<file path="src/rtl/tsu_pkg.sv">
package tsu_pkg;
  localparam int DATA_W = 32;
  localparam int AW     = 4;
  localparam int NCNT   = 5;
  localparam int LSEL_W = 3;
  localparam int DSEL_W = 4;

  // control word bit positions (behavioural: software decodes them)
  localparam int B_HOST    = 0;
  localparam int B_DEM     = 1;
  localparam int B_NEW     = 2;
  localparam int B_IEN     = 3;
  localparam int B_DTYP    = 4;
  localparam int B_LSEL    = 5;
  localparam int B_LWS     = B_LSEL + LSEL_W;
  localparam int B_DSEL    = B_LWS + 1;
  localparam int CTRL_USED = B_DSEL + DSEL_W;

  localparam logic [AW-1:0] W_CTRL = '0;

  // which counters are 64 bits wide (order fixes the word map)
  localparam logic [NCNT-1:0] CNT_WIDE = 5'b01110;

  typedef struct packed {
    logic [DSEL_W-1:0] dma_sel;
    logic              lw_sel;
    logic [LSEL_W-1:0] link_sel;
    logic              dma_type;
    logic              irq_en;
  } cfg_t;

  function automatic int word_base(int idx);
    int s = 0;
    for (int j = 0; j < idx; j++) s += CNT_WIDE[j] ? 2 : 1;
    return s;
  endfunction

  localparam int NWORD = word_base(NCNT);
endpackage

</file>
<file path="src/rtl/tsu_counters.sv">
module tsu_counters
  import tsu_pkg::*;
#(
  parameter logic [NCNT-1:0][63:0] STEP = '0,
  parameter logic [NCNT-1:0][63:0] INIT = '0
) (
  input  logic                          clk,
  input  logic                          rst_n,
  output logic [NWORD-1:0][DATA_W-1:0]  words
);
  for (genvar i = 0; i < NCNT; i++) begin : g_cnt
    localparam int BASE = word_base(i);
    if (CNT_WIDE[i]) begin : g_wide
      logic [63:0] r;
      always_ff @(posedge clk) begin
        if (!rst_n) r <= INIT[i];
        else        r <= r + STEP[i];
      end
      assign words[BASE]   = r[31:0];
      assign words[BASE+1] = r[63:32];
    end else begin : g_narrow
      logic [31:0] r;
      always_ff @(posedge clk) begin
        if (!rst_n) r <= INIT[i][31:0];
        else        r <= r + STEP[i][31:0];
      end
      assign words[BASE] = r;
    end
  end
endmodule

</file>
<file path="src/rtl/tsu_ctrl.sv">
module tsu_ctrl
  import tsu_pkg::*;
(
  input  logic              clk,
  input  logic              rst_n,
  input  logic              ctrl_wr,
  input  logic [CTRL_USED-1:0] wdata,
  output logic [1:0]        trig,
  output logic              flag,
  output cfg_t              cfg,
  output logic              cap
);
  logic busy;
  logic one_trig;

  assign busy     = trig[0] | trig[1];
  assign one_trig = wdata[B_HOST] ^ wdata[B_DEM];
  assign cap      = busy;

  always_ff @(posedge clk) begin
    if (!rst_n) begin
      trig <= '0;
      flag <= 1'b0;
      cfg  <= '0;
    end else if (busy) begin
      // completion edge: counters latch now
      trig <= '0;
      flag <= 1'b1;
    end else if (ctrl_wr) begin
      cfg <= cfg_t'(wdata[CTRL_USED-1:B_IEN]);
      if (wdata[B_NEW]) flag <= 1'b0;
      if (!flag && one_trig) trig <= wdata[B_DEM:B_HOST];
    end
  end

  p_trig_onehot_r3: assert property (@(posedge clk) disable iff (!rst_n)
    $onehot0(trig));
  p_trig_done_r3: assert property (@(posedge clk) disable iff (!rst_n)
    (trig != 2'b00) |=> (trig == 2'b00 && flag));
  p_flag_sticky_r6: assert property (@(posedge clk) disable iff (!rst_n)
    (flag && !(ctrl_wr && wdata[B_NEW])) |=> flag);
  p_no_trig_flag_r8: assert property (@(posedge clk) disable iff (!rst_n)
    flag |=> (trig == 2'b00));
  p_busy_cfg_r5: assert property (@(posedge clk) disable iff (!rst_n)
    (trig != 2'b00) |=> $stable(cfg));
endmodule

</file>
<file path="src/rtl/tsu_snap.sv">
module tsu_snap
  import tsu_pkg::*;
(
  input  logic                          clk,
  input  logic                          rst_n,
  input  logic                          cap,
  input  logic                          flag,
  input  logic [NWORD-1:0][DATA_W-1:0]  words,
  input  logic [AW-1:0]                 widx,
  output logic [DATA_W-1:0]             rdata
);
  localparam int IW = (NWORD > 1) ? $clog2(NWORD) : 1;

  logic [NWORD-1:0][DATA_W-1:0] snap;
  logic [AW-1:0]                off;

  always_ff @(posedge clk) begin
    if (!rst_n)   snap <= '0;
    else if (cap) snap <= words;
  end

  assign off = widx - AW'(1);

  always_comb begin
    rdata = '0;
    if (off < AW'(NWORD)) rdata = snap[off[IW-1:0]];
  end

  p_snap_frozen_r7: assert property (@(posedge clk) disable iff (!rst_n)
    flag |=> $stable(snap));
endmodule

</file>
<file path="src/rtl/tsu_snapshot_unit.sv">
module tsu_snapshot_unit
  import tsu_pkg::*;
#(
  parameter logic [NCNT-1:0][63:0] CNT_STEP = {64'd11, 64'd5, 64'd7, 64'd3, 64'd1},
  parameter logic [NCNT-1:0][63:0] CNT_INIT = {64'h0000_0000_FFFF_FFF0,
                                               64'h0000_0002_FFFF_FFC0,
                                               64'h0000_0001_FFFF_FF80,
                                               64'h0000_00AB_0000_0000,
                                               64'd100}
) (
  input  logic              clk,
  input  logic              rst_n,
  input  logic              reg_we,
  input  logic [AW-1:0]     reg_addr,
  input  logic [DATA_W-1:0] reg_wdata,
  output logic [DATA_W-1:0] reg_rdata,
  output logic              irq
);
  logic [NWORD-1:0][DATA_W-1:0] words;
  logic [1:0]        trig;
  logic              flag;
  logic              cap;
  cfg_t              cfg;
  logic              ctrl_wr;
  logic [DATA_W-1:0] snap_rd;
  logic [DATA_W-1:0] ctrl_rd;
  logic              unused_wbits;

  assign unused_wbits = ^reg_wdata[DATA_W-1:CTRL_USED];
  assign ctrl_wr      = reg_we && (reg_addr == W_CTRL);

  tsu_counters #(.STEP(CNT_STEP), .INIT(CNT_INIT)) u_cnt (
    .clk(clk), .rst_n(rst_n), .words(words));

  tsu_ctrl u_ctrl (
    .clk(clk), .rst_n(rst_n), .ctrl_wr(ctrl_wr),
    .wdata(reg_wdata[CTRL_USED-1:0]),
    .trig(trig), .flag(flag), .cfg(cfg), .cap(cap));

  tsu_snap u_snap (
    .clk(clk), .rst_n(rst_n), .cap(cap), .flag(flag),
    .words(words), .widx(reg_addr), .rdata(snap_rd));

  assign ctrl_rd   = {{(DATA_W-CTRL_USED){1'b0}}, cfg, flag, trig};
  assign reg_rdata = (reg_addr == W_CTRL) ? ctrl_rd : snap_rd;
  assign irq       = flag & cfg.irq_en;

  p_irq_flag_r9: assert property (@(posedge clk) disable iff (!rst_n)
    irq |-> flag);
endmodule

</file>
<file path="config.mk">
export PLATFORM = sky130hd
export DESIGN_NAME = tsu_snapshot_unit
export DESIGN_NICKNAME = d
export VERILOG_FILES = /design/src/rtl/tsu_pkg.sv /design/src/rtl/tsu_counters.sv /design/src/rtl/tsu_ctrl.sv /design/src/rtl/tsu_snap.sv /design/src/rtl/tsu_snapshot_unit.sv
export SDC_FILE = /design/constraint.sdc
export NUM_CORES = 1
export LEC_CHECK = 0
export BUFFER_PORTS_ARGS = -buffer_cell sky130_fd_sc_hd__clkbuf_2
export CORE_MARGIN = 3
export CORE_UTILIZATION = 35
export DETAILED_ROUTE_END_ITERATION = 7
export SETUP_SLACK_MARGIN = 0.3
export SLEW_MARGIN = 20
export SYNTH_ARGS = -nofsm -noshare
export SYNTH_HDL_FRONTEND = slang
export SYNTH_HIERARCHICAL = 1
export SYNTH_SLANG_ARGS = --single-unit
</file>
<file path="constraint.sdc">
create_clock -name clk -period 3.7 [get_ports clk]
set_clock_uncertainty 0.05 [all_clocks]
set_input_delay 0.555 -clock clk [delete_from_list [all_inputs] [get_ports clk]]
set_output_delay 0.555 -clock clk [all_outputs]
set_load 0.005 [all_outputs]
</file>
==> load_flow_metrics.sql <==
INSERT INTO impl_metrics (metric_group, metric, value, unit) VALUES
('clock_tree', 'tritoncts_num_sinks', '525', ''),
('sta', 'rsz_0062_raised_after_global_routing', 'no', ''),
('logic_synthesis', 'post_synth_xor_area_fraction', '0.0536', ''),
('logic_synthesis', 'synthesized_area', '24000', 'µm²'),
('placement', 'count_of_buffers_inserted_at_the_top_level_ports', '52', ''),
('logic_synthesis', 'postSynthCellCount', '2420', ''),
('logic_synthesis', 'post_synthesis_sequential_element_count', '525', ''),
('sta', 'hold_violations', '0', ''),
('clock_tree', 'htree_num_levels', '2', ''),
('worst_setup_path', 'worst_path_largest_cell_delay', '400', 'ps'),
('layout', 'finalInstanceArea', '26900', 'µm²'),
('worst_setup_path', 'timing.critical_path.required', '3090', 'ps'),
('die', 'core_area', '67600', 'µm²'),
('route', 'detailedRoute.firstPassIterationCount', '5', ''),
('sta', 'final-setup-viol-count', '0', ''),
('worst_setup_path', 'end_kind', 'primary output', ''),
('die', 'rows', '95', ''),
('route', 'routed_wire_length_per_instance', '18.3', 'µm'),
('die', 'floorplan.die_area', '71800', 'µm²'),
('logic_synthesis', 'synth_simple_gate_area_share', '0.233', ''),
('clock_tree', 'max-clock-path-buffers', '3', ''),
('placement', 'placed_cells_incl_taps', '3238', ''),
('worst_setup_path', 'crit_arrival', '2590', 'ps'),
('worst_setup_path', 'timing.critical_path.slowest_stage_cell', 'sky130_fd_sc_hd__mux4_2', ''),
('run', 'drv_cap', '0', ''),
('worst_setup_path', 'criticalPathCategory', 'input pin to primary output', ''),
('worst_setup_path', 'worstPathMaxFanout', '64', ''),
('power_and_ir_drop', 'power_density', '479', 'nW/µm²'),
('clock_tree', 'clkLatencyLatePin', '620', 'ps'),
('sta', 'finalSetupTns', '0', 'ps'),
('layout', 'layout.filler_cells', '6587', ''),
('logic_synthesis', 'synth_compound_area_frac', '0.0603', ''),
('route', 'drt_first_iter_violations', '1390', ''),
('global_routing', 'grt.total_usage', '0.168', ''),
('layout', 'finalNetCount', '2467', ''),
('worst_setup_path', 'series_of_cell_instances_along_the_critical_path', 'clkbuf_2, inv_1, ha_2, buf_12, mux4_2, a22o_1, mux2_2, clkbuf_2', ''),
('sta', 'report.final.slew_viol_count', '0', ''),
('logic_synthesis', 'synth.area.mux_share', '0.179', ''),
('logic_synthesis', 'synth_top_family_by_area', 'simple AND/OR/NAND/NOR gates', ''),
('route', 'route.detailed.vias_per_inst', '5.37', ''),
('layout', 'final_cells', '3336', ''),
('worst_setup_path', 'worst_path_most_repeated_cell', 'sky130_fd_sc_hd__clkbuf_2', ''),
('sta', 'fin_crit', '3200', 'ps'),
('logic_synthesis', 'synth_cell_types', '61', ''),
('die', 'die_x', '268', 'µm'),
('route', 'drt_wl_total', '61100', 'µm'),
('logic_synthesis', 'syn_area_per_cell', '9.93', 'µm²'),
('die', 'initial_standard_cell_utilization_of_the_core', '0.355', ''),
('logic_synthesis', 'synth_sequential_area_ratio', '0.438', ''),
('global_routing', 'antenna_found_initial', '2', ''),
('layout', 'antenna_cells', '0', ''),
('layout', 'layout_commonest_cell', 'sky130_fd_sc_hd__dfxtp_1', ''),
('clock_tree', 'clock_transition_at_path_regs', '60', 'ps'),
('clock_tree', 'tritoncts', 'done', ''),
('power_and_ir_drop', 'p_leak', '0.00871', 'µW'),
('die', 'i_o_pins', '72', ''),
('min_path', 'worstHoldPathType', 'input pin to flop', ''),
('global_routing', 'global_route_wire_length_before_repair', '96400', 'µm'),
('run_status', 'outcome', 'complete, no violations', ''),
('sta', 'slew_headroom', '0.264', ''),
('logic_synthesis', 'warnings_synthesis', '6', ''),
('logic_synthesis', 'synth-adder-area-share', '0.00313', ''),
('layout', 'proportion_of_layout_cells_with_a_drive_suffix_above_1', '0.108', ''),
('layout', 'top_library_cells_by_usage_in_the_layout_fill_and_taps_aside', 'sky130_fd_sc_hd__dfxtp_1, sky130_fd_sc_hd__nor2b_1, sky130_fd_sc_hd__mux2i_1', ''),
('placement', 'post_detail_place_hpwl', '42500', 'µm'),
('route', 'dr_total_vias', '17900', ''),
('logic_synthesis', 'synth_fp_nets', '2465', ''),
('clock_tree', 'cts_hold_buffers', '0', ''),
('logic_synthesis', 'asyncSetResetFlopFracSynth', '0', ''),
('global_routing', 'grt_pass1_vias', '16900', ''),
('clock_tree', 'postCtsSetupBuffers', '0', '');
==> final timing paths <==
check        slack (ps)                        from                          end  depth (start not counted)
min reg2reg         410               u_ctrl/cfg[3]                u_ctrl/cfg[3]                          2
min                 130                reg_wdata[9]                u_ctrl/cfg[6]                          3
max reg2reg         720  u_cnt/g_cnt[1].g_wide.r[8]  u_cnt/g_cnt[1].g_wide.r[51]                          5
max                 500                 reg_addr[1]                reg_rdata[12]                          8
==> power by group <==
part | switching [µW] | internal (µW)
Combinational | 698 | 449
Sequential | 195 | 5810
Clock | 2320 | 3420
Total | 3210 | 9690
==> worst max-delay path: cells and delay by family <==
kind | cells | cell delay, ps
AO/OA/AOI/OAI | 1 | 340
multiplexers | 2 | 690
buffers and inverters | 4 | 630
adder cells (fa/ha/maj) | 1 | 340
==> layer usage <==
layer,routed length [µm],part of all wire,GRT usage
met5,12,0.00020,0
met2,26000,0.43,0.247
met3,3540,0.058,0.0328
met1,30100,0.49,0.250
met4,1430,0.023,0.0475
==> synth_stat cells, types with 41 or more instances <==
library cell | count | area, µm²
sky130_fd_sc_hd__dfxtp_1 | 525 | 10500
sky130_fd_sc_hd__nand2_1 | 165 | 619
sky130_fd_sc_hd__nor2_1 | 117 | 439
sky130_fd_sc_hd__o21ai_0 | 58 | 290
sky130_fd_sc_hd__mux2i_1 | 267 | 2670
sky130_fd_sc_hd__a21oi_1 | 84 | 420
sky130_fd_sc_hd__nor2b_1 | 282 | 1760
sky130_fd_sc_hd__xnor2_1 | 52 | 455
sky130_fd_sc_hd__or3_1 | 42 | 263
sky130_fd_sc_hd__nand4_1 | 94 | 588
sky130_fd_sc_hd__clkbuf_1 | 82 | 308
sky130_fd_sc_hd__mux4_2 | 56 | 1260
sky130_fd_sc_hd__and3_1 | 41 | 257
sky130_fd_sc_hd__xor2_1 | 95 | 832
sky130_fd_sc_hd__nand3_1 | 87 | 435
==> final cells by class <==
type / count / area, µm² / share of cell area
multi-input combinational: 1720 / 12700 / 0.472
sequential: 525 / 10500 / 0.390
clock buffer: 78 / 1600 / 0.0595
tap: 873 / 1090 / 0.0405
timing repair buffer: 87 / 623 / 0.0231
clock inverter: 20 / 272 / 0.0101
inverter: 33 / 126 / 0.00469
==> cells by family (layout without fill, tap and decap cells) <==
kind of cell             count (synthesis)  in the layout
AO/OA/AOI/OAI                          232            232
XOR/XNOR                               147            147
adder cells (fa/ha/maj)                  6              6
flip-flops                             525            525
multiplexers                           344            344
AND/OR/NAND/NOR                        991            991
buffers and inverters                  175            218
==> sequential cells by signal (all words and copies together) (netlist names) <==
register / cells
u_cnt/g_cnt.g_narrow.r: 64
u_cnt/g_cnt.g_wide.r: 192
u_ctrl/cfg: 10
u_ctrl/flag: 1
u_ctrl/trig: 2
u_snap/snap: 256
==> stage by stage <==
stage / setup slack (ps) / total power [µW] / utilization / hold slack, ps
floorplan: 582 / 6910 / - / 375
global route: 441 / 13400 / 0.398 / 113
detailed placement: 506 / 7250 / 0.371 / 400
CTS: 504 / 13000 / 0.398 / 88.6
finish: 504 / 12900 / 0.398 / 126
global placement: 501 / 7200 / 0.371 / 389
(Power assumes the default switching activity.)
